==> config.mk <==
export PLATFORM = sky130hd
export DESIGN_NAME = prefetch_iq
export DESIGN_NICKNAME = d
export VERILOG_FILES = /design/src/rtl/piq_pkg.sv /design/src/rtl/piq_ctrl.sv /design/src/rtl/piq_store.sv /design/src/rtl/piq_pc.sv /design/src/rtl/prefetch_iq.sv
export SDC_FILE = /design/constraint.sdc
export NUM_CORES = 1
export LEC_CHECK = 0
export BUFFER_PORTS_ARGS = -buffer_cell sky130_fd_sc_hd__buf_2
export CORE_ASPECT_RATIO = 0.6
export CORE_UTILIZATION = 50
export CTS_CLUSTER_SIZE = 28
export DETAILED_ROUTE_END_ITERATION = 10
export MAX_ROUTING_LAYER = met4
export PLACE_DENSITY = 0.78
export SLEW_MARGIN = 20
export SYNTH_ARGS = -nofsm -noshare
export SYNTH_HDL_FRONTEND = slang
export SYNTH_SLANG_ARGS = --single-unit
export TNS_END_PERCENT = 10
==> constraint.sdc <==
create_clock -name clk -period 4.7 [get_ports clk]
set_input_delay 0.235 -clock clk [delete_from_list [all_inputs] [get_ports clk]]
set_output_delay 0.235 -clock clk [all_outputs]
set_load 0.1 [all_outputs]
==> src/rtl/piq_pkg.sv <==
package piq_pkg;

  // Per-cycle queue events decided by the controller.
  typedef struct packed {
    logic push;      // fetch word written at the tail
    logic pop;       // head word issued to dispatch
    logic fold;      // tail branch entry removed
    logic redirect;  // branch flag honoured, fetch path steered
  } q_evt_t;

  // Ring-pointer arithmetic over a buffer of n slots.
  function automatic int ring_next(int p, int n);
    return (p + 1 >= n) ? 0 : p + 1;
  endfunction

  function automatic int ring_prev(int p, int n);
    return (p == 0) ? n - 1 : p - 1;
  endfunction

endpackage

==> src/rtl/piq_ctrl.sv <==
module piq_ctrl
  import piq_pkg::*;
#(
  parameter int DEPTH = 8,
  parameter int CNT_W = 4
) (
  input  logic             clk,
  input  logic             rst_n,
  input  logic             fetch_valid,
  input  logic             mem_ready,
  input  logic             branch_seen,
  input  logic             disp_stall,
  output q_evt_t           evt,
  output logic [CNT_W-1:0] count
);

  localparam logic [CNT_W-1:0] FULL_CNT = CNT_W'(DEPTH);
  localparam logic [CNT_W-1:0] FOLD_MIN = CNT_W'(2);

  logic [CNT_W-1:0] cnt_q;
  logic             last_push_q;
  logic [CNT_W-1:0] left_after_pop;

  // Occupancy arithmetic kept in one place.
  function automatic logic [CNT_W-1:0] occ_next(logic [CNT_W-1:0] c, logic in_w,
                                                logic out_w, logic drop_w);
    return c + CNT_W'(in_w) - CNT_W'(out_w) - CNT_W'(drop_w);
  endfunction

  assign left_after_pop = cnt_q - CNT_W'(evt.pop);

  always_comb begin
    evt.redirect = branch_seen & last_push_q;
    evt.pop      = (cnt_q != '0) & ~disp_stall;
    evt.push     = fetch_valid & mem_ready & ~evt.redirect & (cnt_q != FULL_CNT);
    evt.fold     = evt.redirect & (left_after_pop >= FOLD_MIN);
  end

  always_ff @(posedge clk or negedge rst_n) begin
    if (!rst_n) begin
      cnt_q       <= '0;
      last_push_q <= 1'b0;
    end else begin
      cnt_q       <= occ_next(cnt_q, evt.push, evt.pop, evt.fold);
      last_push_q <= evt.push;
    end
  end

  assign count = cnt_q;

endmodule

==> src/rtl/piq_store.sv <==
module piq_store
  import piq_pkg::*;
#(
  parameter int DEPTH  = 8,
  parameter int WORD_W = 32,
  parameter int PTR_W  = 3
) (
  input  logic              clk,
  input  logic              rst_n,
  input  logic              push,
  input  logic              pop,
  input  logic              fold,
  input  logic [WORD_W-1:0] wdata,
  output logic [WORD_W-1:0] rdata
);

  logic [WORD_W-1:0] slots [DEPTH];
  logic [PTR_W-1:0]  rd_q;
  logic [PTR_W-1:0]  wr_q;
  logic [PTR_W-1:0]  rd_inc;
  logic [PTR_W-1:0]  wr_inc;
  logic [PTR_W-1:0]  wr_dec;

  assign rd_inc = PTR_W'(ring_next(int'(rd_q), DEPTH));
  assign wr_inc = PTR_W'(ring_next(int'(wr_q), DEPTH));
  assign wr_dec = PTR_W'(ring_prev(int'(wr_q), DEPTH));

  always_ff @(posedge clk or negedge rst_n) begin
    if (!rst_n) begin
      rd_q <= '0;
      wr_q <= '0;
    end else begin
      if (pop) rd_q <= rd_inc;
      // push and fold never coincide: a fold cycle discards the fetch word
      if (push)      wr_q <= wr_inc;
      else if (fold) wr_q <= wr_dec;
    end
  end

  for (genvar i = 0; i < DEPTH; i++) begin : g_slot
    always_ff @(posedge clk) begin
      if (push && (wr_q == PTR_W'(i))) slots[i] <= wdata;
    end
  end

  assign rdata = slots[rd_q];

endmodule

==> src/rtl/piq_pc.sv <==
module piq_pc #(
  parameter int                ADDR_W      = 32,
  parameter int                INSTR_BYTES = 4,
  parameter logic [ADDR_W-1:0] RESET_PC    = '0
) (
  input  logic              clk,
  input  logic              rst_n,
  input  logic              advance,
  input  logic              redirect,
  input  logic [ADDR_W-1:0] target,
  output logic [ADDR_W-1:0] pc
);

  logic [ADDR_W-1:0] pc_q;

  function automatic logic [ADDR_W-1:0] pc_step(logic [ADDR_W-1:0] a);
    return a + ADDR_W'(INSTR_BYTES);
  endfunction

  always_ff @(posedge clk or negedge rst_n) begin
    if (!rst_n)        pc_q <= RESET_PC;
    else if (redirect) pc_q <= target;
    else if (advance)  pc_q <= pc_step(pc_q);
  end

  assign pc = pc_q;

endmodule

==> src/rtl/prefetch_iq.sv <==
module prefetch_iq
  import piq_pkg::*;
#(
  parameter int                DEPTH       = 8,
  parameter int                WORD_W      = 32,
  parameter int                ADDR_W      = 32,
  parameter int                INSTR_BYTES = 4,
  parameter logic [ADDR_W-1:0] RESET_PC    = 32'h0000_0100
) (
  input  logic                         clk,
  input  logic                         rst_n,
  input  logic                         fetch_valid,
  input  logic [WORD_W-1:0]            fetch_word,
  input  logic                         mem_ready,
  input  logic                         branch_seen,
  input  logic [ADDR_W-1:0]            branch_target,
  input  logic                         disp_stall,
  output logic                         disp_valid,
  output logic [WORD_W-1:0]            disp_word,
  output logic [ADDR_W-1:0]            fetch_pc,
  output logic [$clog2(DEPTH+1)-1:0]   occupancy
);

  localparam int CNT_W = $clog2(DEPTH + 1);
  localparam int PTR_W = (DEPTH > 1) ? $clog2(DEPTH) : 1;

  q_evt_t evt;

  // Named event wires, observed by the bound checker.
  logic push_fire;
  logic pop_fire;
  logic fold_fire;
  logic redirect_fire;

  assign push_fire     = evt.push;
  assign pop_fire      = evt.pop;
  assign fold_fire     = evt.fold;
  assign redirect_fire = evt.redirect;

  piq_ctrl #(
    .DEPTH (DEPTH),
    .CNT_W (CNT_W)
  ) u_ctrl (
    .clk         (clk),
    .rst_n       (rst_n),
    .fetch_valid (fetch_valid),
    .mem_ready   (mem_ready),
    .branch_seen (branch_seen),
    .disp_stall  (disp_stall),
    .evt         (evt),
    .count       (occupancy)
  );

  piq_store #(
    .DEPTH  (DEPTH),
    .WORD_W (WORD_W),
    .PTR_W  (PTR_W)
  ) u_store (
    .clk   (clk),
    .rst_n (rst_n),
    .push  (push_fire),
    .pop   (pop_fire),
    .fold  (fold_fire),
    .wdata (fetch_word),
    .rdata (disp_word)
  );

  piq_pc #(
    .ADDR_W      (ADDR_W),
    .INSTR_BYTES (INSTR_BYTES),
    .RESET_PC    (RESET_PC)
  ) u_pc (
    .clk      (clk),
    .rst_n    (rst_n),
    .advance  (push_fire),
    .redirect (redirect_fire),
    .target   (branch_target),
    .pc       (fetch_pc)
  );

  assign disp_valid = pop_fire;

endmodule

==> impl_metrics.ini, run 1 <==
[clock_network]
clock_path_buffers = 3
cts_max_level = 1
cts_inserted_buffers = 28
cts_resized = 0
clk_pin_slew_worst_paths_ns = 0.07
cts_tree = yes
cts.sinks = 299
insertion_delay_ns = 0.54
clockRootBuffer = clkbuf_16

[floorplan]
die_w_um = 203.0
die_h_um = 122.6
num_rows = 43
ioPinCount = 139
die_area_um2 = 24890
core_um2 = 23460
start_util_pct = 51.67

[sta]
skew_ns = 0.01540
rsz0062_at_grt = no
worstMarginPinSlew_ns = 0.9862
timing.final.crit_share_pct = 76.92
period_needed_ns = 3.615
tns_ns = 0
timing_hold_violations_final = 0
slew_headroom_pct = 34.26
fmax_ghz = 0.2766
setup_viol = 0
drv_slew = 0

[global_route]
grt_start_max_net_pins = 55
antenna_found_initial = 1
grt_pass1_wl_mm = 38.32
grt_pass1_vias = 6802
grtUsageTotal_pct = 21.03
grt_overflow_total = 0

[critical_path]
r2r_slack_ns = 1.08
cp.arrival_ns = 4.02
cp-start-kind = register
path_max_fanout = 7
end_kind = register
criticalPathCategory = register to register
crit_required_ns = 5.11

[synthesis]
synth_adder_area_share_pct = 1.982
synth_top_family_by_area = multiplexers
syn_avg_cell_area_um2 = 18.79
synth.distinct_cells = 43
synth_area_um2 = 12120
async_flop_share_pct = 14.38
synthSimpleGateAreaFrac_pct = 5.047
synth_largest_area_cell = edfxtp_1
ys_ff_latch = 299
synth_flop_cell = edfxtp_1
yosysSeqAreaShare_pct = 72.31
synth_nets = 733
synth-compound-area-share_pct = 2.250
yosysTopAreaCellShare_pct = 63.42
netlist_top_cells_area = edfxtp_1, mux4_2, dfrtp_1, mux2_2, ha_1
synth-xor-area-share_pct = 1.951
yosys_warnings = 0
synth_mux_area_share_pct = 15.04
synthCells = 645
synth_edf_count = 256
yosysMostFrequentCell = edfxtp_1
synthTopCellsByCount = edfxtp_1, mux4_2, nand2_1

[place]
gp_congestion = 0.8150
numPortBuffers = 138
dp.cells = 1075
dp_hpwl_mm = 13.91

[final_layout]
multi_input_area_um2 = 3216
nFillCells = 1656
layout.cells.non_filler = 1193
seq_area_um2 = 8771
syn_to_final_growth_pct = 21.40
drive_gt1_share_pct = 34.93
layout.nets = 942

[drt]
drcViolationCount = 0
drt-total-wl_mm = 24.14
vias_per_cell = 5.551
vias = 6622
ant_nets = 0
first_pass_iters = 4
routedWlPerCell_um = 20.24
initialDrtViolationCount = 518

[run_status]
outcome = completed

[job]
cap_violations = 0

[hold_path]
hold_class = input pin to register
[worst paths after layout]
kind                                    from                 end  cells past startpoint
hold reg to reg                   u_pc.pc[0]          u_pc.pc[0]                      2
hold / removal             branch_target[23]         u_pc.pc[23]                      3
min in group asynchronous              rst_n  u_ctrl.last_push_q                      2
setup / recovery             u_ctrl.count[2]     u_ctrl.count[2]                     13
setup reg to reg             u_ctrl.count[2]     u_ctrl.count[2]                     13
max in group asynchronous              rst_n     u_store.rd_q[0]                      2
[logic make-up (layout without fill, tap and decap cells)]
| family | count (synthesis) | after routing |
|---|---|---|
| flops | 299 | 299 |
| buf+inv | 43 | 274 |
| mux | 98 | 98 |
| simple gates | 111 | 111 |
| compound gates | 49 | 49 |
| fa+ha+maj | 18 | 18 |
| other cells | 0 | 2 |
| xor+xnor | 27 | 27 |
[cells in the final DEF, fill, tap and decap left out, types with 3 or more instances in the layout]
master,netlist,layout
clkbuf_16,0,29
edfxtp_1,256,256
buf_2,8,137
inv_1,14,14
a31oi_1,9,8
buf_4,0,7
nand3_1,11,11
xnor2_1,7,7
ha_1,16,16
clkbuf_1,17,3
mux2_2,33,33
and3_1,11,5
or3_1,4,4
dfrtp_1,42,39
nand4_1,10,10
nand2_1,44,44
mux4_2,64,64
xor2_1,20,20
o21ai_0,33,33
nor2_1,9,9
dlygate4sd3_1,0,64
clkinv_2,0,5
clkinv_1,0,7
and3_2,0,6
nand3_2,4,4
[per-stage QoR]
step | hold slack (ns) | setup slack [ns] | instance area (µm²) | utilization (%)
after floorplan | -0.06059 | 0.1129 | 12140 | -
after detailed placement | 0.4478 | 1.086 | 13170 | 56.14
after CTS | 0.01792 | 1.070 | 14710 | 62.70
after global routing | 0.02882 | 0.8415 | 14710 | 62.72
after global placement | 0.4387 | 1.172 | 13170 | 56.14
final | 0.02552 | 1.085 | 14720 | 62.73
[repair_timing]
item,4_1_cts,5_1_grt
endpoints found under the hold margin,329,0
buffers inserted,0,0
hold buffers,64,0
[registers in the layout, indices dropped and copies added, names as in the netlist]
register / cells
u_store.wr_q: 3
u_pc.pc: 32
u_ctrl.last_push_q: 1
u_store.slots: 256
u_ctrl.count: 4
u_store.rd_q: 3
[per-layer routing]
metal | wire length (µm) | vias to the layer above | GRT usage (%)
li1 | - | 2981 | -
met4 | 477 | 0 | 5.310
met2 | 11490 | 192 | 33.03
met5 | 0 | - | -
met1 | 11010 | 3416 | 29.48
met3 | 1163 | 33 | 2.947
[critical path, stage by stage (launching register included)]
cell	delay (ns)
dfrtp_1	0.41
inv_1	0.12
ha_1	0.24
a31oi_4	0.25
ha_1	0.24
ha_1	0.20
nor3b_1	0.07
a31o_2	0.24
a31oi_1	0.41
fa_1	0.51
inv_1	0.08
ha_1	0.14
ha_1	0.16
fa_1	0.43
[cell type report]
class / instances / share of cell area, %
Clock buffer: 32 / 5.008
Antenna cell: 2 / 0.03401
Multi-Input combinational cell: 303 / 21.85
Tap cell: 315 / 2.678
Timing Repair Buffer: 208 / 9.370
Inverter: 14 / 0.3571
Sequential cell: 299 / 59.60
Clock inverter: 20 / 1.097
Power of run 1 is not shown: default switching activity piles up to over one toggle a cycle in this logic, so the estimate is an artifact.
==> run 2, diff against run 1 <==
--- a/config.mk
+++ b/config.mk
@@ -11,7 +11,7 @@
 export CTS_CLUSTER_SIZE = 28
 export DETAILED_ROUTE_END_ITERATION = 10
 export MAX_ROUTING_LAYER = met4
-export PLACE_DENSITY = 0.78
+export PLACE_DENSITY = 0.81
 export SLEW_MARGIN = 20
 export SYNTH_ARGS = -nofsm -noshare
 export SYNTH_HDL_FRONTEND = slang
==> constraint.sdc (replaced) <==
create_clock -name clk -period 3.02 [get_ports clk]
set_input_delay 0.151 -clock clk [delete_from_list [all_inputs] [get_ports clk]]
set_output_delay 0.151 -clock clk [all_outputs]
set_load 0.1 [all_outputs]
==> impl_metrics.ini, run 2 (synthesized netlist as in run 1, its figures left out) <==
[floorplan]
start_util_pct = 51.67
die_h_um = 122.6
ioPinCount = 139
die_w_um = 203.0
core_um2 = 23460
num_rows = 43
die_area_um2 = 24890

[critical_path]
end_kind = register
critPathTopFamily = adder cells
path_max_fanout = 2
criticalPathCategory = register to register
crit_required_ns = 3.49
cp.arrival_ns = 3.55
critical_path.cell_chain = inv_4 > ha_4 > a31oi_4 > ha_4 > ha_4 > buf_4 > nor3b_2 > a31o_2 > a31oi_4 > fa_1 > inv_1 > ha_2 > ha_4 > fa_2
cpMostUsedCell = ha_4
path_buf_inv = 3
cp_slowest_cell = fa_2
cp-start-kind = register
max_stage_delay_ns = 0.51

[drt]
vias = 6726
vias_per_cell = 5.500
first_pass_iters = 5
routedWlPerCell_um = 20.59
drt-total-wl_mm = 25.19
initialDrtViolationCount = 546
ant_nets = 0
drcViolationCount = 0

[global_route]
grtUsageTotal_pct = 21.65
grt_start_max_net_pins = 68
grt_overflow_total = 0
grt_pass1_vias = 6882
grt_pass1_wl_mm = 39.17
antenna_found_initial = 1

[sta]
drv_slew = 0
rsz0062_at_grt = yes
fmax_ghz = 0.3247
period_needed_ns = 3.080
skew_ns = 0.01558
slew_headroom_pct = 33.92
worstMarginPinSlew_ns = 0.9913
setup_viol = 2
final.setup.worst_slack_ns = -0.05958
timing.final.crit_share_pct = 102.0
timing_hold_violations_final = 0

[clock_network]
insertion_delay_ns = 0.55
cts_tree = yes
clockRootBuffer = clkbuf_16
clock_path_buffers = 3
clk_pin_slew_worst_paths_ns = 0.07
cts_inserted_buffers = 28
cts.sinks = 299
cts_max_level = 1

[place]
numPortBuffers = 138
gp_congestion = 0.8217
pre_cts_ws_ns = -0.2498
dp_hpwl_mm = 14.45
dp.cells = 1102

[hold_path]
hold_class = input pin to register

[run_status]
outcome = finished with violations
violations = negative setup slack

[final_layout]
largest_reg_flops = 256
final_common_cell = edfxtp_1
layout.cells.non_filler = 1223
mostFrequentLayoutCells = edfxtp_1, buf_2, dlygate4sd3_1
syn_to_final_growth_pct = 25.56
drive_gt1_share_pct = 38.70
regMostFlops = u_store.slots
layout.nets = 974

[job]
cap_violations = 0
-- run 2: cell types whose count changed in the layout (fill, tap and decap cells not counted), sizes merged --
cell / delta
inv: -1
dlygate4sd3: +1
buf: +31
clkinvlp: -2
bufinv: +2
diode: -1
-- run 2: worst paths after layout --
check,startpoint,depth (start not counted),slack (ns),endpoint
setup / recovery,u_ctrl.count[3],14,-0.06,u_ctrl.count[2]
hold / removal,branch_seen,5,0.17,u_pc.pc[0]
setup reg to reg,u_ctrl.count[3],14,-0.06,u_ctrl.count[2]
hold reg to reg,u_pc.pc[1],2,0.49,u_pc.pc[1]
max in group asynchronous,rst_n,2,2.00,u_ctrl.count[1]
min in group asynchronous,rst_n,2,0.30,u_pc.pc[5]
-- run 2: layout make-up --
class	instances	area, µm²
sequential	299	8786
fill	1627	8238
multi-input combinational	303	3299
timing repair buffer	240	1757
clock buffer	32	715.7
tap	315	394.1
clock inverter	19	207.7
inverter	14	57.56
antenna	1	2.502
-- run 2: layer usage --
metal  vias to the layer above  wire, µm  global-route usage (%)
met2                       215     12150                   34.16
met3                        37      1442                   3.532
met5                         -         0                       -
li1                       3059         -                       -
met1                      3415     11110                   30.13
met4                         0       475                   4.746
-- run 2: worst min-delay path: cells and delay by family --
family                 cells  cell delay, ns
buffers and inverters      2            0.29
and+or+nand+nor            3            0.21
-- run 2: what timing repair did --
item,CTS,global route
gates cloned,0,0
endpoints found under the hold margin,330,0
gates resized for setup,6,0
buffers inserted,4,0
hold buffers,65,0
setup endpoints to repair,17,2
pin swaps,9,0
-- run 2: through the flow --
step	instance area (µm²)	utilization (%)	TNS [ns]	hold WS (ns)
global placement	13570	57.84	-0.4023	0.3420
floorplan	12210	-	-19.19	-0.1446
global route	15220	64.88	-0.2679	0.1861
CTS	15220	64.87	-0.08829	0.1286
finish	15220	64.88	-0.1054	0.1650
detailed placement	13570	57.84	-0.4910	0.3492
Power of run 2 is left out for the same reason.
==> run 3, diff against run 2 <==
--- a/config.mk
+++ b/config.mk
@@ -5,13 +5,14 @@
 export SDC_FILE = /design/constraint.sdc
 export NUM_CORES = 1
 export LEC_CHECK = 0
+export ABC_AREA = 1
 export BUFFER_PORTS_ARGS = -buffer_cell sky130_fd_sc_hd__buf_2
 export CORE_ASPECT_RATIO = 0.6
 export CORE_UTILIZATION = 50
 export CTS_CLUSTER_SIZE = 28
 export DETAILED_ROUTE_END_ITERATION = 10
 export MAX_ROUTING_LAYER = met4
-export PLACE_DENSITY = 0.81
+export PLACE_DENSITY = 0.8
 export SLEW_MARGIN = 20
 export SYNTH_ARGS = -nofsm -noshare
 export SYNTH_HDL_FRONTEND = slang
==> impl_metrics.ini, run 3 <==
[synthesis]
yosysSeqAreaShare_pct = 66.82
syn_avg_cell_area_um2 = 10.81
synth.distinct_cells = 39
async_flop_share_pct = 14.38
synth_edf_count = 256
ys_ff_latch = 299
synthTopCellsByCount = nor2_1, edfxtp_1, nand2_1
synth_nets = 1301
yosys_warnings = 0
synthCells = 1213
yosysTopAreaCellShare_pct = 58.60
yosysMostFrequentCell = nor2_1
synth_area_um2 = 13120
netlist_top_cells_area = edfxtp_1, nor2_1, dfrtp_1, o21ai_0, nand2_1
synth_flop_cell = edfxtp_1
synth_largest_area_cell = edfxtp_1

[critical_path]
reg2reg_depth = 16
cp.arrival_ns = 3.59
criticalPathCategory = register to register
cp-start-kind = register
crit_required_ns = 3.50
end_kind = register
path_max_fanout = 2

[sta]
whs_ns = 0.1380
final.setup.worst_slack_ns = -0.08849
rsz0062_at_grt = yes
slew_headroom_pct = 40.55
skew_ns = 0.01472
period_needed_ns = 3.108
drv_slew = 0
setup_viol = 2
fmax_ghz = 0.3217
timing.final.crit_share_pct = 102.9
worstMarginPinSlew_ns = 0.8917
timing_hold_violations_final = 0

[global_route]
grt_pass1_wl_mm = 49.45
grt_pass1_vias = 9251
antenna_found_initial = 0
grt_overflow_total = 0
grt_start_max_net_pins = 76
grtUsageTotal_pct = 24.35

[drt]
initialDrtViolationCount = 1067
drt-total-wl_mm = 31.79
ant_nets = 0
routedWlPerCell_um = 17.73
first_pass_iters = 5
vias = 9709
drcViolationCount = 0
vias_per_cell = 5.415

[final_layout]
final_common_cell = nor2_1
diodes = 0
stdcell_area_um2 = 16200
regMostFlops = u_store.slots
layout.nets = 1510
drive_gt1_share_pct = 19.43
syn_to_final_growth_pct = 23.46
postLayoutCoreUtil_pct = 63.50
nFillCells = 1945
mostFrequentLayoutCells = nor2_1, edfxtp_1, nand2_1
largest_reg_flops = 256

[clock_network]
clk_pin_slew_worst_paths_ns = 0.07
cts_tree = yes
clock_path_buffers = 3
cts.sinks = 299
clockRootBuffer = clkbuf_16
insertion_delay_ns = 0.55
cts_inserted_buffers = 28
cts_max_level = 1

[hold_path]
min_path_cells = 6
hold_class = input pin to register

[floorplan]
die_area_um2 = 26910
start_util_pct = 51.43
num_rows = 45
ioPinCount = 139
die_h_um = 127.5
die_w_um = 211.1
core_um2 = 25510

[place]
placed_cell_area_um2 = 14560
pre_cts_ws_ns = -0.09714
gp_congestion = 0.9638
dp_hpwl_mm = 18.31
numPortBuffers = 138

[run_status]
outcome = finished with violations
violations = negative setup slack

[job]
cap_violations = 0
run 3: cell count changes after synthesis, moves of 37 or more:
cell,before,now
inv_1,14,51
mux4_2,64,0
nand2_1,44,152
nor2_1,9,300
o21ai_0,33,138
o22ai_1,0,38
run 3: worst paths after layout:
kind	from	slack, ns	to
setup / recovery	u_ctrl.count[3]	-0.09	u_ctrl.count[2]
hold / removal	disp_stall	0.14	u_store.rd_q[0]
max in group asynchronous	rst_n	2.07	u_pc.pc[23]
min in group asynchronous	rst_n	0.26	u_pc.pc[30]
setup reg to reg	u_ctrl.count[3]	-0.09	u_ctrl.count[2]
hold reg to reg	u_pc.pc[1]	0.50	u_pc.pc[1]
run 3: final cells by class:
class | count | area (µm²) | area share, %
clock inverters | 15 | 158.9 | 0.9811
well taps | 352 | 440.4 | 2.719
flip-flops and latches | 299 | 8780 | 54.21
multi-input cells | 794 | 3939 | 24.32
clock buffers | 34 | 744.5 | 4.597
repair buffers | 242 | 1909 | 11.79
inverters | 57 | 224.0 | 1.383
run 3: cells by family (layout without fill, tap and decap cells):
logic type      after synthesis  count (layout)  share of synthesized area [%]
xor+xnor                      7               7                         0.4674
flops                       299             299                          66.82
compound gates              229             229                          9.529
fa+ha+maj                    18              18                          1.831
buf+inv                     120             348                          4.359
simple gates                540             540                          17.00
run 3: what timing repair did:
| action | CTS | global route |
|---|---|---|
| setup buffers | 3 | 4 |
| hold buffers | 65 | 0 |
| endpoints found under the setup margin | 2 | 3 |
| pin swaps | 4 | 3 |
| resized for setup | 3 | 3 |
| hold endpoints to repair | 321 | 0 |
run 3: worst max-delay path, stage by stage (launching register included):
cell and delay, ns:
dfrtp_4 0.49, inv_4 0.07, ha_4 0.13, nand3_2 0.07, nand2_2 0.10, clkinvlp_4 0.11, ha_4 0.17, ha_4 0.16
xnor2_2 0.11, nand4_1 0.10, nand2_2 0.10, inv_2 0.04, fa_1 0.51, inv_2 0.05, ha_4 0.16, ha_4 0.15
fa_2 0.52
run 3: metrics by stage:
stage	cells	TNS [ns]
after floorplan	1213	-50.41
after global placement	1672	-0.1141
after detailed placement	1672	-0.1779
after CTS	1789	-0.1439
after global routing	1793	-0.3341
final	1793	-0.1561
run 3: metal layers:
metal  up-vias  track usage (%)  part of all wire, %
met1      4680            34.42                   45
met2       360            36.67                   45
li1       4628                -                    -
met4         0            5.456                  1.7
met3        41            4.720                  8.0
met5         -                -                    0
Power of run 3 is left out for the same reason.
